## src/rtl/steer_pwm_pkg.sv

```systemverilog
package steer_pwm_pkg;

    localparam int unsigned ADDR_W = 3;
    localparam int unsigned PIN_N  = 4;

    typedef enum logic [1:0] {
        MODE_SINGLE = 2'b00,
        MODE_HALF   = 2'b01,
        MODE_FWD    = 2'b10,
        MODE_REV    = 2'b11
    } steer_mode_e;

    typedef enum logic [ADDR_W-1:0] {
        RA_PERIOD = 3'd0,
        RA_DUTY   = 3'd1,
        RA_CTRL   = 3'd2,
        RA_GAP    = 3'd3,
        RA_TIMER  = 3'd4,
        RA_STATUS = 3'd5,
        RA_COUNT  = 3'd6
    } reg_addr_e;

endpackage

```

## src/rtl/spwm_regs.sv

```systemverilog
module spwm_regs
    import steer_pwm_pkg::*;
#(
    parameter int unsigned CNT_W  = 8,
    parameter int unsigned FRAC_W = 2
) (
    input  logic                    clk,
    input  logic                    rst_n,
    input  logic                    we,
    input  logic [ADDR_W-1:0]       addr,
    input  logic [CNT_W-1:0]        wdata,
    output logic [CNT_W-1:0]        rdata,
    input  logic                    flag_set,
    input  logic [CNT_W-1:0]        count,
    output logic [CNT_W-1:0]        period_o,
    output logic [CNT_W+FRAC_W-1:0] duty_o,
    output steer_mode_e             mode_o,
    output logic [PIN_N-1:0]        pol_o,
    output logic [CNT_W-1:0]        gap_o,
    output logic                    en_o,
    output logic [1:0]              psel_o,
    output logic                    flag_o
);

    typedef struct packed {
        logic [CNT_W-1:0]  period;
        logic [CNT_W-1:0]  duty_hi;
        steer_mode_e       mode;
        logic [FRAC_W-1:0] duty_lo;
        logic [PIN_N-1:0]  pol;
        logic [CNT_W-1:0]  gap;
        logic              en;
        logic [1:0]        psel;
        logic              flag;
    } regs_t;

    regs_t cfg_d, cfg_q;

    always_comb begin
        cfg_d = cfg_q;
        if (we) begin
            case (reg_addr_e'(addr))
                RA_PERIOD: cfg_d.period  = wdata;
                RA_DUTY:   cfg_d.duty_hi = wdata;
                RA_CTRL: begin
                    cfg_d.mode    = steer_mode_e'(wdata[CNT_W-1 -: 2]);
                    cfg_d.duty_lo = wdata[PIN_N +: FRAC_W];
                    cfg_d.pol     = wdata[PIN_N-1:0];
                end
                RA_GAP:    cfg_d.gap = wdata;
                RA_TIMER: begin
                    cfg_d.en   = wdata[2];
                    cfg_d.psel = wdata[1:0];
                end
                RA_STATUS: if (!wdata[0]) cfg_d.flag = 1'b0;
                default: ;
            endcase
        end
        if (flag_set) cfg_d.flag = 1'b1;
    end

    always_ff @(posedge clk) begin
        if (!rst_n) begin
            cfg_q        <= '0;
            cfg_q.period <= '1;
        end else begin
            cfg_q <= cfg_d;
        end
    end

    always_comb begin
        case (reg_addr_e'(addr))
            RA_PERIOD: rdata = cfg_q.period;
            RA_DUTY:   rdata = cfg_q.duty_hi;
            RA_CTRL:   rdata = {cfg_q.mode, cfg_q.duty_lo, cfg_q.pol};
            RA_GAP:    rdata = cfg_q.gap;
            RA_TIMER:  rdata = {{(CNT_W-3){1'b0}}, cfg_q.en, cfg_q.psel};
            RA_STATUS: rdata = {{(CNT_W-1){1'b0}}, cfg_q.flag};
            RA_COUNT:  rdata = count;
            default:   rdata = '0;
        endcase
    end

    assign period_o = cfg_q.period;
    assign duty_o   = {cfg_q.duty_hi, cfg_q.duty_lo};
    assign mode_o   = cfg_q.mode;
    assign pol_o    = cfg_q.pol;
    assign gap_o    = cfg_q.gap;
    assign en_o     = cfg_q.en;
    assign psel_o   = cfg_q.psel;
    assign flag_o   = cfg_q.flag;

endmodule

```

## src/rtl/spwm_timebase.sv

```systemverilog
module spwm_timebase #(
    parameter int unsigned CNT_W   = 8,
    parameter int unsigned FRAC_W  = 2,
    parameter int unsigned DIV_MID = 4,
    parameter int unsigned DIV_HI  = 16
) (
    input  logic                    clk,
    input  logic                    rst_n,
    input  logic                    en,
    input  logic [1:0]              psel,
    input  logic [CNT_W-1:0]        period,
    input  logic [CNT_W+FRAC_W-1:0] duty_in,
    output logic [CNT_W-1:0]        count_o,
    output logic                    raw_o,
    output logic                    wrap_o
);

    localparam int unsigned DUTY_W = CNT_W + FRAC_W;
    localparam int unsigned PRE_W  = $clog2(DIV_HI);

    typedef struct packed {
        logic [PRE_W-1:0]  pre;
        logic [FRAC_W-1:0] sub;
        logic [CNT_W-1:0]  tmr;
        logic [DUTY_W-1:0] shadow;
    } tb_t;

    tb_t tb_d, tb_q;
    logic [PRE_W-1:0] pre_last;
    logic             sub_step;
    logic             wrap;

    always_comb begin
        case (psel)
            2'b00:   pre_last = '0;
            2'b01:   pre_last = PRE_W'(DIV_MID - 1);
            default: pre_last = PRE_W'(DIV_HI - 1);
        endcase
    end

    always_comb begin
        tb_d     = tb_q;
        wrap     = 1'b0;
        sub_step = en && (tb_q.pre >= pre_last);
        if (en) begin
            if (sub_step) begin
                tb_d.pre = '0;
                tb_d.sub = tb_q.sub + 1'b1;
                if (tb_q.sub == {FRAC_W{1'b1}}) begin
                    if (tb_q.tmr == period) begin
                        tb_d.tmr    = '0;
                        tb_d.shadow = duty_in;
                        wrap        = 1'b1;
                    end else begin
                        tb_d.tmr = tb_q.tmr + 1'b1;
                    end
                end
            end else begin
                tb_d.pre = tb_q.pre + 1'b1;
            end
        end
    end

    always_ff @(posedge clk) begin
        if (!rst_n) tb_q <= '0;
        else        tb_q <= tb_d;
    end

    assign count_o = tb_q.tmr;
    assign raw_o   = ({tb_q.tmr, tb_q.sub} < tb_q.shadow);
    assign wrap_o  = wrap;

endmodule

```

## src/rtl/spwm_steer.sv

```systemverilog
module spwm_steer
    import steer_pwm_pkg::*;
#(
    parameter int unsigned GAP_W = 8
) (
    input  logic             clk,
    input  logic             rst_n,
    input  logic             raw,
    input  steer_mode_e      mode,
    input  logic [PIN_N-1:0] pol,
    input  logic [GAP_W-1:0] gap,
    output logic [PIN_N-1:0] pins
);

    typedef struct packed {
        logic             raw;
        logic [GAP_W-1:0] gap_cnt;
        logic [PIN_N-1:0] pins;
    } st_t;

    st_t st_d, st_q;
    logic [PIN_N-1:0] act;
    logic [PIN_N-1:0] lvl;
    logic             quiet;

    always_comb begin
        st_d     = st_q;
        st_d.raw = raw;
        if (raw != st_q.raw)        st_d.gap_cnt = gap;
        else if (st_q.gap_cnt != 0) st_d.gap_cnt = st_q.gap_cnt - 1'b1;
        else                        st_d.gap_cnt = '0;
        quiet = (st_d.gap_cnt == 0);

        act = '0;
        case (mode)
            MODE_SINGLE: act[0] = raw;
            MODE_HALF: begin
                act[0] = raw  && quiet;
                act[1] = !raw && quiet;
            end
            MODE_FWD: begin
                act[0] = 1'b1;
                act[3] = raw;
            end
            MODE_REV: begin
                act[2] = 1'b1;
                act[1] = raw;
            end
            default: act = '0;
        endcase
        st_d.pins = lvl;
    end

    for (genvar i = 0; i < PIN_N; i++) begin : g_pol
        assign lvl[i] = act[i] ^ pol[i];
    end

    always_ff @(posedge clk) begin
        if (!rst_n) st_q <= '0;
        else        st_q <= st_d;
    end

    assign pins = st_q.pins;

endmodule

```

## src/rtl/steer_pwm.sv

```systemverilog
module steer_pwm
    import steer_pwm_pkg::*;
#(
    parameter int unsigned CNT_W   = 8,
    parameter int unsigned FRAC_W  = 2,
    parameter int unsigned DIV_MID = 4,
    parameter int unsigned DIV_HI  = 16
) (
    input  logic                   clk,
    input  logic                   rst_n,
    input  logic                   reg_we,
    input  logic [ADDR_W-1:0]      reg_addr,
    input  logic [CNT_W-1:0]       reg_wdata,
    output logic [CNT_W-1:0]       reg_rdata,
    output logic [PIN_N-1:0]       pwm_out,
    output logic                   period_flag
);

    localparam int unsigned DUTY_W = CNT_W + FRAC_W;

    logic [CNT_W-1:0]  cfg_period;
    logic [DUTY_W-1:0] cfg_duty;
    steer_mode_e       cfg_mode;
    logic [PIN_N-1:0]  cfg_pol;
    logic [CNT_W-1:0]  cfg_gap;
    logic              cfg_en;
    logic [1:0]        cfg_psel;
    logic              flag;
    logic [CNT_W-1:0]  tb_count;
    logic              tb_raw;
    logic              tb_wrap;

    spwm_regs #(.CNT_W(CNT_W), .FRAC_W(FRAC_W)) u_regs (
        .clk      (clk),
        .rst_n    (rst_n),
        .we       (reg_we),
        .addr     (reg_addr),
        .wdata    (reg_wdata),
        .rdata    (reg_rdata),
        .flag_set (tb_wrap),
        .count    (tb_count),
        .period_o (cfg_period),
        .duty_o   (cfg_duty),
        .mode_o   (cfg_mode),
        .pol_o    (cfg_pol),
        .gap_o    (cfg_gap),
        .en_o     (cfg_en),
        .psel_o   (cfg_psel),
        .flag_o   (flag)
    );

    spwm_timebase #(
        .CNT_W(CNT_W), .FRAC_W(FRAC_W), .DIV_MID(DIV_MID), .DIV_HI(DIV_HI)
    ) u_tb (
        .clk     (clk),
        .rst_n   (rst_n),
        .en      (cfg_en),
        .psel    (cfg_psel),
        .period  (cfg_period),
        .duty_in (cfg_duty),
        .count_o (tb_count),
        .raw_o   (tb_raw),
        .wrap_o  (tb_wrap)
    );

    spwm_steer #(.GAP_W(CNT_W)) u_steer (
        .clk   (clk),
        .rst_n (rst_n),
        .raw   (tb_raw),
        .mode  (cfg_mode),
        .pol   (cfg_pol),
        .gap   (cfg_gap),
        .pins  (pwm_out)
    );

    assign period_flag = flag;

endmodule

```

## config.mk

```make
export PLATFORM = sky130hd
export DESIGN_NAME = steer_pwm
export DESIGN_NICKNAME = d
export VERILOG_FILES = /design/src/rtl/steer_pwm_pkg.sv /design/src/rtl/spwm_regs.sv /design/src/rtl/spwm_timebase.sv /design/src/rtl/spwm_steer.sv /design/src/rtl/steer_pwm.sv
export SDC_FILE = /design/constraint.sdc
export NUM_CORES = 1
export LEC_CHECK = 0
export ABC_AREA = 1
export CORE_ASPECT_RATIO = 0.9
export CORE_MARGIN = 2
export CORE_UTILIZATION = 50
export CTS_BUF_LIST = sky130_fd_sc_hd__clkbuf_8 sky130_fd_sc_hd__clkbuf_16
export CTS_CLUSTER_DIAMETER = 80
export DETAILED_ROUTE_END_ITERATION = 12
export DONT_BUFFER_PORTS = 1
export PLACE_DENSITY_LB_ADDON = 0.25
export SLEW_MARGIN = 40
export SYNTH_ARGS = -nofsm -noshare
export SYNTH_HDL_FRONTEND = slang
export SYNTH_HIERARCHICAL = 1
export SYNTH_SLANG_ARGS = --single-unit
```

## constraint.sdc

```tcl
create_clock -name clk -period 3.3 [get_ports clk]
set_clock_uncertainty 0.1 [all_clocks]
set_input_delay 0.165 -clock clk [delete_from_list [all_inputs] [get_ports clk]]
set_output_delay 0.165 -clock clk [all_outputs]
set_load 0.005 [all_outputs]
```

# ---- Word level (Yosys, flattened, before mapping)
# Cells that the tools add are included.
dict set report classes {
  n_addsub 4
  order_cmp 2
  n_eq_ne 14
  muxes 18
  bitwise_logic 4
  n_reduce_logical 20
}
# op count
set ops {}
lappend ops {{one-hot mux 8 bit (7 select lines)} 1}
lappend ops {{2-to-1 mux 8 bit} 3}
lappend ops {{AND reduction 2 bit} 6}
lappend ops {{less-than comparator 10 bit} 1}
lappend ops {{2-to-1 mux 1 bit} 10}
lappend ops {{== test 3 bit (second input constant)} 3}
lappend ops {{adder 8 x 1 -> 8 bit (second input constant)} 1}
lappend ops {{== test 8 bit} 1}
lappend ops {{logical NOT 8 bit} 1}
lappend ops {{one-hot mux 4 bit (2 select lines)} 1}
lappend ops {{nonzero test 8 bit} 1}
lappend ops {{subtractor 8 x 1 -> 8 bit (second input constant)} 1}
lappend ops {{== test 2 bit (second input constant)} 3}
lappend ops {{== test 3 x 2 -> 1 bit (second input constant)} 2}
lappend ops {{AND reduction 3 bit} 2}
lappend ops {{adder 4 x 1 -> 4 bit (second input constant)} 1}
lappend ops {{== test 2 x 1 -> 1 bit (second input constant)} 2}
lappend ops {{>= comparator 4 bit} 1}
lappend ops {{logical NOT 2 bit} 2}
lappend ops {{2-to-1 mux 4 bit} 1}
lappend ops {{AND reduction 4 bit} 1}
lappend ops {{nonzero test 2 bit} 2}
lappend ops {{bitwise XOR 1 bit} 4}
lappend ops {{== test 3 x 1 -> 1 bit (second input constant)} 1}
lappend ops {{8 further kinds} 10}
dict set report word_totals {
  regBits 73
  output_inout_bits 13
  wordCells 78
}

# ---- Longest topological paths before layout
# Gate-level depths: netlist of run 1.
dict set report depth {
  word_depth 8
  mapped_depth 18
  ltp_nobuf 17
}

# ---- Modules after synthesis
# The synthesis of run 1 kept the hierarchy.
# mod n_inst cells_each area_per_inst_um2 seq_area_each_um2
set modules_own_cells {}
lappend modules_own_cells {spwm_regs 1 280 1844.3 720.7}
lappend modules_own_cells {spwm_timebase 1 275 1727.9 480.5}
lappend modules_own_cells {spwm_steer 1 134 840.8 260.2}

# ---- Worst setup path after synthesis of run 1
# Ideal clock, no wire load.
dict set report synth_timing {
  kind {flip-flop to flip-flop}
  start {register u_tb.tb_q (netlist bit u_tb/count_o[5])}
  end {register u_steer.st_q (netlist bit u_steer/pins[0])}
  setup_ps 115
  arrival_ps 2224
  required_ps 3085
  setup_slack_ps 861
  stages_incl_launch_ff 16
  n_path_buf 1
  path_cell_list {dfxtp_1 > ha_1 > a21oi_1 > o21ai_0 > nor4_1 > buf_4 > xor2_2 > nor2_2 > a21boi_2 > nand2_1 > nor2_2 > nand3_1 > nand2_1 > nand3_1 > nand2_1 > nor2_1}
}
dict set report synth_between {
  elab_chain_cells 7
}
# item line_no
set synth_lines {}
lappend synth_lines {{start, declared} spwm_timebase.sv:28} ;# tb_t tb_d, tb_q;
lappend synth_lines {{start signal, assigned} spwm_timebase.sv:66} ;# else tb_q <= tb_d;
lappend synth_lines {{less-than comparator 10 bit *} spwm_timebase.sv:70} ;# assign raw_o = ({tb_q.tmr, tb_q.sub} < tb_q.shadow);
lappend synth_lines {{via tb_raw} steer_pwm.sv:30} ;# logic tb_raw;
lappend synth_lines {{!= test 1 bit} spwm_steer.sv:29} ;# if (raw != st_q.raw) st_d.gap_cnt = gap;
lappend synth_lines {{2-to-1 mux 8 bit} spwm_steer.sv:29}
lappend synth_lines {{logical NOT 8 bit} spwm_steer.sv:32} ;# quiet = (st_d.gap_cnt == 0);
lappend synth_lines {{logical AND 1 bit} spwm_steer.sv:38} ;# act[0] = raw && quiet;
lappend synth_lines {{one-hot mux 1 bit (3 select lines) *} spwm_steer.sv:35} ;# case (mode)
lappend synth_lines {{bitwise XOR 1 bit *} spwm_steer.sv:55} ;# assign lvl[i] = act[i] ^ pol[i];
lappend synth_lines {{end signal, assigned} spwm_steer.sv:60} ;# else st_q <= st_d;
lappend synth_lines {{end, declared} spwm_steer.sv:21} ;# st_t st_d, st_q;
# Mark *: on every way through the listed nets, which the timed path passes. The rest lies on a longest branch.
# A chain may end at the register's enable or synchronous reset.

# ---- Worst setup path in the final report of run 1
dict set report layout_timing {
  start {register u_tb.tb_q (netlist bit u_tb/count_o[1])}
  end {register u_steer.st_q (netlist bit u_steer/pins[1])}
}
dict set report layout_between {
  elab_chain_cells 7
  elab_cells_between_ends 8
  classes_between {order compare: 1; eq/ne: 1; mux: 2; bitwise: 1; reduce/logical: 3}
}
# item line_no
set layout_lines {}
lappend layout_lines {{less-than comparator 10 bit *} spwm_timebase.sv:70}
lappend layout_lines {{via tb_raw} steer_pwm.sv:30}
lappend layout_lines {{!= test 1 bit} spwm_steer.sv:29}
lappend layout_lines {{2-to-1 mux 8 bit} spwm_steer.sv:29}
lappend layout_lines {{logical NOT 8 bit} spwm_steer.sv:32}
lappend layout_lines {{logical AND 1 bit} spwm_steer.sv:39} ;# act[1] = !raw && quiet;
lappend layout_lines {{one-hot mux 1 bit (2 select lines) *} spwm_steer.sv:35}
lappend layout_lines {{bitwise XOR 1 bit *} spwm_steer.sv:55}
# Marks and branches as above.

==> results of run 1 <==
==> path summary, 6_finish.rpt <==
kind                              endpoint  slack, ns  depth (start not counted)
max             u_steer/pins[1]$_SDFF_PN0_       0.46                         14
min          u_regs/duty_o[7]$_SDFFE_PN0P_       0.03                          4
max reg2reg     u_steer/pins[1]$_SDFF_PN0_       0.46                         14
min reg2reg  u_regs/psel_o[0]$_SDFFE_PN0P_       0.39                          2
==> layer usage <==
layer | routed length, um | share of wire (%) | track usage (%)
met1 | 5150 | 45 | 34.4
met2 | 5080 | 44 | 39.1
met3 | 890 | 7.8 | 5.68
met4 | 310 | 2.7 | 9.43
met5 | 0 | 0 | 0
==> where the power goes <==
group          total (uW)  switching, uW  internal [uW]
sequential            968           38.8            929
clock                 785            342            443
combinational         599            390            209
==> stage by stage <==
| step | worst slack (ns) | area (sq um) | cells | total power [uW] |
|---|---|---|---|---|
| floorplan | 0.861 | 4410 | 689 | 1460 |
| detailed placement | 0.512 | 4380 | 774 | 1550 |
| finish | 0.459 | 4740 | 804 | 2350 |
| CTS | 0.486 | 4750 | 804 | 2360 |
| global placement | 0.645 | 4380 | 774 | 1530 |
| global route | 0.204 | 4740 | 804 | 2490 |
==> flip-flops by register name, summed over array words and instances (netlist names) <==
name / count
u_steer/pins: 4
u_regs/mode_o: 2
u_regs/en_o: 1
u_steer/st_q: 9
u_tb/count_o: 8
u_tb/tb_q: 16
u_regs/flag_o: 1
u_regs/period_o: 8
u_regs/duty_o: 10
u_regs/gap_o: 8
u_regs/pol_o: 4
u_regs/psel_o: 2
==> cell usage after synthesis (2+ instances only) <==
| cell | instances |
|---|---|
| nand2_1 | 182 |
| nor2_1 | 107 |
| inv_1 | 83 |
| dfxtp_1 | 73 |
| nand3_1 | 55 |
| nand4_1 | 35 |
| a21oi_1 | 27 |
| ha_1 | 18 |
| buf_4 | 15 |
| o21ai_0 | 11 |
| inv_2 | 10 |
| clkbuf_1 | 9 |
| buf_2 | 8 |
| o211ai_1 | 8 |
| nor2_4 | 6 |
| buf_1 | 5 |
| nor2_2 | 5 |
| xor2_1 | 5 |
| nand2_2 | 4 |
| nor3_1 | 4 |
| xnor2_1 | 3 |
| clkinv_1 | 2 |
| o21ai_1 | 2 |
==> final cells by class <==
type / count / area [sq um] / share of cell area (%)
clock buffers: 10 / 138 / 2.90
clock inverters: 6 / 83.8 / 1.77
inverters: 95 / 357 / 7.52
multi-input cells: 483 / 2380 / 50.2
flip-flops and latches: 73 / 1460 / 30.8
well taps: 119 / 149 / 3.14
repair buffers: 18 / 175 / 3.69
==> tightest hold or removal path: stages <==
cell     delay (ns)
inv_1          0.05
nand4_1        0.09
nand2_1        0.05
nor2_1         0.09
==> cells by family (layout without fill, tap and decap cells) <==
logic type	after synthesis	in the layout	synth area share (%)
simple gates	403	403	40.0
buf+inv	133	129	13.0
flops	73	73	33.1
compound gates	52	52	6.63
fa+ha+maj	18	18	5.10
xor+xnor	9	9	1.96
mux	1	1	0.227
==> repair_timing <==
action | in CTS | in global routing
hold buffers | 14 | 0
resized for setup | 0 | 0
endpoints found under the setup margin | 0 | 0
endpoints found under the hold margin | 73 | 0
==> out/qor.txt, run 1 <==
Commonest non-fill, non-tap cell in the layout -> nand2_1
Share of cells above drive strength 1 -> 7.30%
CP required -> 3.44 ns
Async SR Flop Fraction -> 0%
Start of the worst register-to-register path -> u_tb/count_o[1]$_SDFFE_PN0P_
Final Hold Fails -> 0
Top cells by area, synth -> dfxtp_1 33%, nand2_1 15%, nor2_1 9.1%
Commonest cells after routing, fill and taps aside -> 182 x nand2_1, 107 x nor2_1, 84 x inv_1, 73 x dfxtp_1, 55 x nand3_1
Clock tree from TritonCTS -> done
Hold slack final -> 0.0296 ns
Antenna Cells -> 0
Worst setup path start -> u_tb/count_o[1]$_SDFFE_PN0P_
Clock-pin slew on the worst setup and hold paths -> 0.08 ns
Later-pin clock latency in the skew report -> 0.35 ns
Startpoint Class -> flop
Status -> complete, no violations
Post-Synthesis Cell Area -> 4410 sq um
Fin. max-slew vios -> 0
WL final -> 11,400 um
Final period utilization -> 86.1%
CP max stage cell -> dfxtp_1
Pwr dens -> 496 nW/um^2
Crit. End Element -> flop
Top-Level Pins -> 27
Fin util -> 55.3%
First-pass GRT wire length -> 19,100 um
Total gr overflow -> 0
Vias per std cell -> 5.31
Slew margin rel. -> 64.0%
Core ar. -> 8570 sq um
Post-synth top area share -> 33.1%
Main synth FF type -> dfxtp_1
Worst-path cell chain -> ha_1 > a21oi_1 > nand3b_1 > a21oi_1 > nor4_1 > buf_4 > xor2_2 > nor2_2 > nand2_1 > o21ai_1 > nor2_2 > nand4_1 > a21oi_1 > nor2_1
Final RePlAce weighted congestion -> 0.943
CP bufs+invs -> 1
Worst Path Arrival -> 2.98 ns
Pre-antenna DRT Iters -> 5
CTS H-tree depth -> 3
Synth unique cells -> 35
Clock sinks -> 73
Final net count -> 712
Die height -> 93.1 um
Register area share after synthesis -> 33.1%
CTS Buf Count -> 9
CP top delay family -> simple AND/OR/NAND/NOR gates
Static leakage -> 0.00221 uW
Syn Inst Count -> 689
Critical path class -> flop to flop
DRT iter0 DRCs -> 413
Tmin final -> 2.84 ns
Vias in the first global route -> 4,013
Starting Density -> 51.5%
Fillers -> 850
Number of synthesized flops with an enable pin -> 0
Die span in x -> 103 um
Most frequent CP cell -> a21oi_1
Synth Warn # -> 6
Area grow syn2layout -> 7.46%
CP max FO -> 8
Routed Antenna Nets -> 0
HPWL after DPL -> 8250 um
DR DRC count -> 0
Setup TNS Final -> 0 ns
Synth Area per Inst -> 6.40 sq um
Via count -> 4,272
#FFs+latches synth -> 73
Number of port buffers -> 0
Clk root buf -> clkbuf_8
Core Rows -> 32
Routed wire per std cell -> 14.2 um
Largest net degree at the start of global routing -> 50
Min-delay src -> reg_wdata[5]
Yosys top cell by area -> dfxtp_1
GRT Overall Usage -> 25.3%
Syn nets -> 721
Max incr delay on CP -> 0.49 ns
Max IR drop VDD -> 276 uV
FMAX -> 352 MHz
Worst min path class -> input port to flop
Worst slew pin tran -> 0.540 ns
Setup Fix Bufs, Post-CTS -> 0
CTS Buffer Depth -> 2
Final setup viols -> 0
Max Cap Viol -> 0
RSZ-0062 raised after global routing -> no
Initial antenna violation count -> 0
Die footprint -> 9590 sq um
No activity file was read; power rests on OpenSTA's default activity.
==> run 2: changes to the inputs <==
Settings changed: REMOVE_ABC_BUFFERS set to 1.
==> run 2 against run 1 <==
Compared with the run above: first-iteration DRC count decreased by 9.0%; sequential share of layout area increased by 0.14 points; die area unchanged; register-to-register slack improved by 0.03 ns; critical endpoint unchanged; critical path type unchanged; clock power decreased by 17%; largest power group unchanged; hold slack got worse by 0.0086 ns; highest routed layer unchanged; critical path depth decreased by 1; sequential power about the same; combinational power about the same; global-route usage decreased by 0.14 points; clock-buffer cell count unchanged; fmax increased by 0.92%.
==> out/qor.txt, run 2 (synthesized netlist as in run 1, its figures left out) <==
Status -> complete, no violations
Die span in x -> 103 um (unchanged)
Antenna Cells -> 0 (unchanged)
Clock-pin slew on the worst setup and hold paths -> 0.09 ns (about the same)
CTS H-tree depth -> 3 (unchanged)
Final net count -> 714 (+0.28%)
Register area -> 1460 sq um (unchanged)
Routed wire per std cell -> 14.2 um (+0.21%)
Worst slew pin tran -> 0.527 ns (-0.0128 ns)
Slew margin rel. -> 64.9% (+0.90 points)
Fillers -> 878 (+3.3%)
CTS Buf Count -> 9 (unchanged)
Tmin final -> 2.81 ns (-0.0259 ns)
Die footprint -> 9590 sq um (unchanged)
First-pass GRT wire length -> 18,800 um (-1.4%)
Max Cap Viol -> 0 (unchanged)
Later-pin clock latency in the skew report -> 0.36 ns (about the same)
Final Hold Fails -> 0 (unchanged)
HPWL after DPL -> 8060 um (-2.3%)
DRT iter0 DRCs -> 376 (-9.0%)
Via count -> 4,258 (-0.33%)
Commonest cells after routing, fill and taps aside -> 182 x nand2_1, 107 x nor2_1, 83 x inv_1, 73 x dfxtp_1, 55 x nand3_1
Largest register by flop count -> u_tb/tb_q
Fin util -> 55.1% (-0.25 points)
Critical path class -> flop to flop
CP required -> 3.45 ns (about the same)
FMAX -> 355 MHz (+0.92%)
Pwr dens -> 470 nW/um^2 (-5.3%)
Hold buffers post-CTS -> 16 (+2)
Largest net degree at the start of global routing -> 50 (unchanged)
Hold slack final -> 0.0210 ns (-0.00858 ns)
Worst min path class -> input port to flop
Clock tree from TritonCTS -> done
Multi-input gate area -> 2380 sq um (unchanged)
Commonest non-fill, non-tap cell in the layout -> nand2_1
Static leakage -> 0.00219 uW (-1.0%)
CP max FO -> 7 (-1)
Total gr overflow -> 0 (unchanged)
GRT Overall Usage -> 25.1% (-0.14 points)
Vias per std cell -> 5.28 (-0.58%)
DR DRC count -> 0 (unchanged)
Final setup viols -> 0 (unchanged)
Final Non-Filler Cells -> 806 (+0.25%)
Pre-antenna DRT Iters -> 7 (+2)
Routed Antenna Nets -> 0 (unchanged)
WL final -> 11,500 um (+0.46%)
RSZ-0062 raised after global routing -> no
Share of cells above drive strength 1 -> 7.42% (+0.12 points)
Crit. End Element -> flop
Core Rows -> 32 (unchanged)
Clk root buf -> clkbuf_8
Vias in the first global route -> 3,977 (-0.90%)
Area grow syn2layout -> 6.97%
Fin. max-slew vios -> 0 (unchanged)
Clock sinks -> 73 (unchanged)
Starting Density -> 51.5% (unchanged)
Final period utilization -> 85.3% (-0.78 points)
Post_cts resized -> 0 (unchanged)
Initial antenna violation count -> 0 (unchanged)
Startpoint Class -> flop
Worst Path Arrival -> 2.97 ns (about the same)
Setup TNS Final -> 0 ns (unchanged)
Setup Fix Bufs, Post-CTS -> 0 (unchanged)
Max IR drop VDD -> 265 uV (-4.1%)
Die height -> 93.1 um (unchanged)
Final RePlAce weighted congestion -> 0.916 (-2.9%)
CTS Buffer Depth -> 2 (unchanged)
Number of port buffers -> 0 (unchanged)
Top-Level Pins -> 27 (unchanged)
Largest register FFs -> 16 (unchanged)
Core ar. -> 8570 sq um (unchanged)
Placed cell count -> 774 (unchanged)
run 2: cell count changes in the layout (fill, tap and decap cells not counted), sizes merged:
| cell | before | now |
|---|---|---|
| clkinv | 3 | 5 |
| dlygate4sd3 | 12 | 14 |
| bufinv | 2 | 0 |
| inv | 95 | 94 |
| clkinvlp | 1 | 2 |
run 2: cell type report:
class,count,share of cell area (%)
inverters,95,7.55
multi-input cells,483,50.4
clock buffers,10,2.92
repair buffers,20,4.13
clock inverters,6,0.901
flip-flops and latches,73,31.0
well taps,119,3.15
run 2: layer usage:
layer | part of all wire [%] | vias to the layer above | track usage [%]
met5 | 0 | - | 0
met4 | 2.4 | 0 | 7.89
met3 | 7.1 | 28 | 6.13
met2 | 45 | 152 | 39.3
met1 | 45 | 1918 | 34.1
li1 | - | 2160 | -
run 2: report_power, final:
group          total, uW  internal, uW  leakage, uW  switching (uW)
combinational        598           210      0.00150             388
clock                652           294    0.0000887             357
sequential           968           929     0.000592            38.6
run 2: worst paths after layout:
check,end,depth (start not counted),startpoint,slack [ns]
worst min-delay path,u_regs/period_o[4]$_SDFFE_PN1P_,2,rst_n,0.02
worst max register to register,u_steer/pins[1]$_SDFF_PN0_,13,u_tb/count_o[5]$_SDFFE_PN0P_,0.49
worst min register to register,u_regs/gap_o[4]$_SDFFE_PN0P_,2,u_regs/gap_o[4]$_SDFFE_PN0P_,0.38
worst max-delay path,u_steer/pins[1]$_SDFF_PN0_,13,u_tb/count_o[5]$_SDFFE_PN0P_,0.49
run 2: per-stage QoR:
step | setup slack, ns | total power (uW) | area (sq um)
floorplan | 0.387 | 1440 | 4200
global placement | 0.676 | 1540 | 4380
detailed placement | 0.582 | 1540 | 4380
CTS | 0.546 | 2230 | 4730
global route | 0.220 | 2370 | 4720
finish | 0.485 | 2220 | 4720
run 2: worst max-delay path, cell delays in order, from the launching register on:
cell and delay [ns]:
dfxtp_1 0.47, ha_1 0.29, a21oi_1 0.15, o21ai_0 0.09
nor4_1 0.27, buf_4 0.21, xor2_2 0.30, nor2_2 0.12
nand3_1 0.13, nand2_1 0.06, nor2_1 0.13, nand4_1 0.15
a21oi_1 0.16, nor2_1 0.06
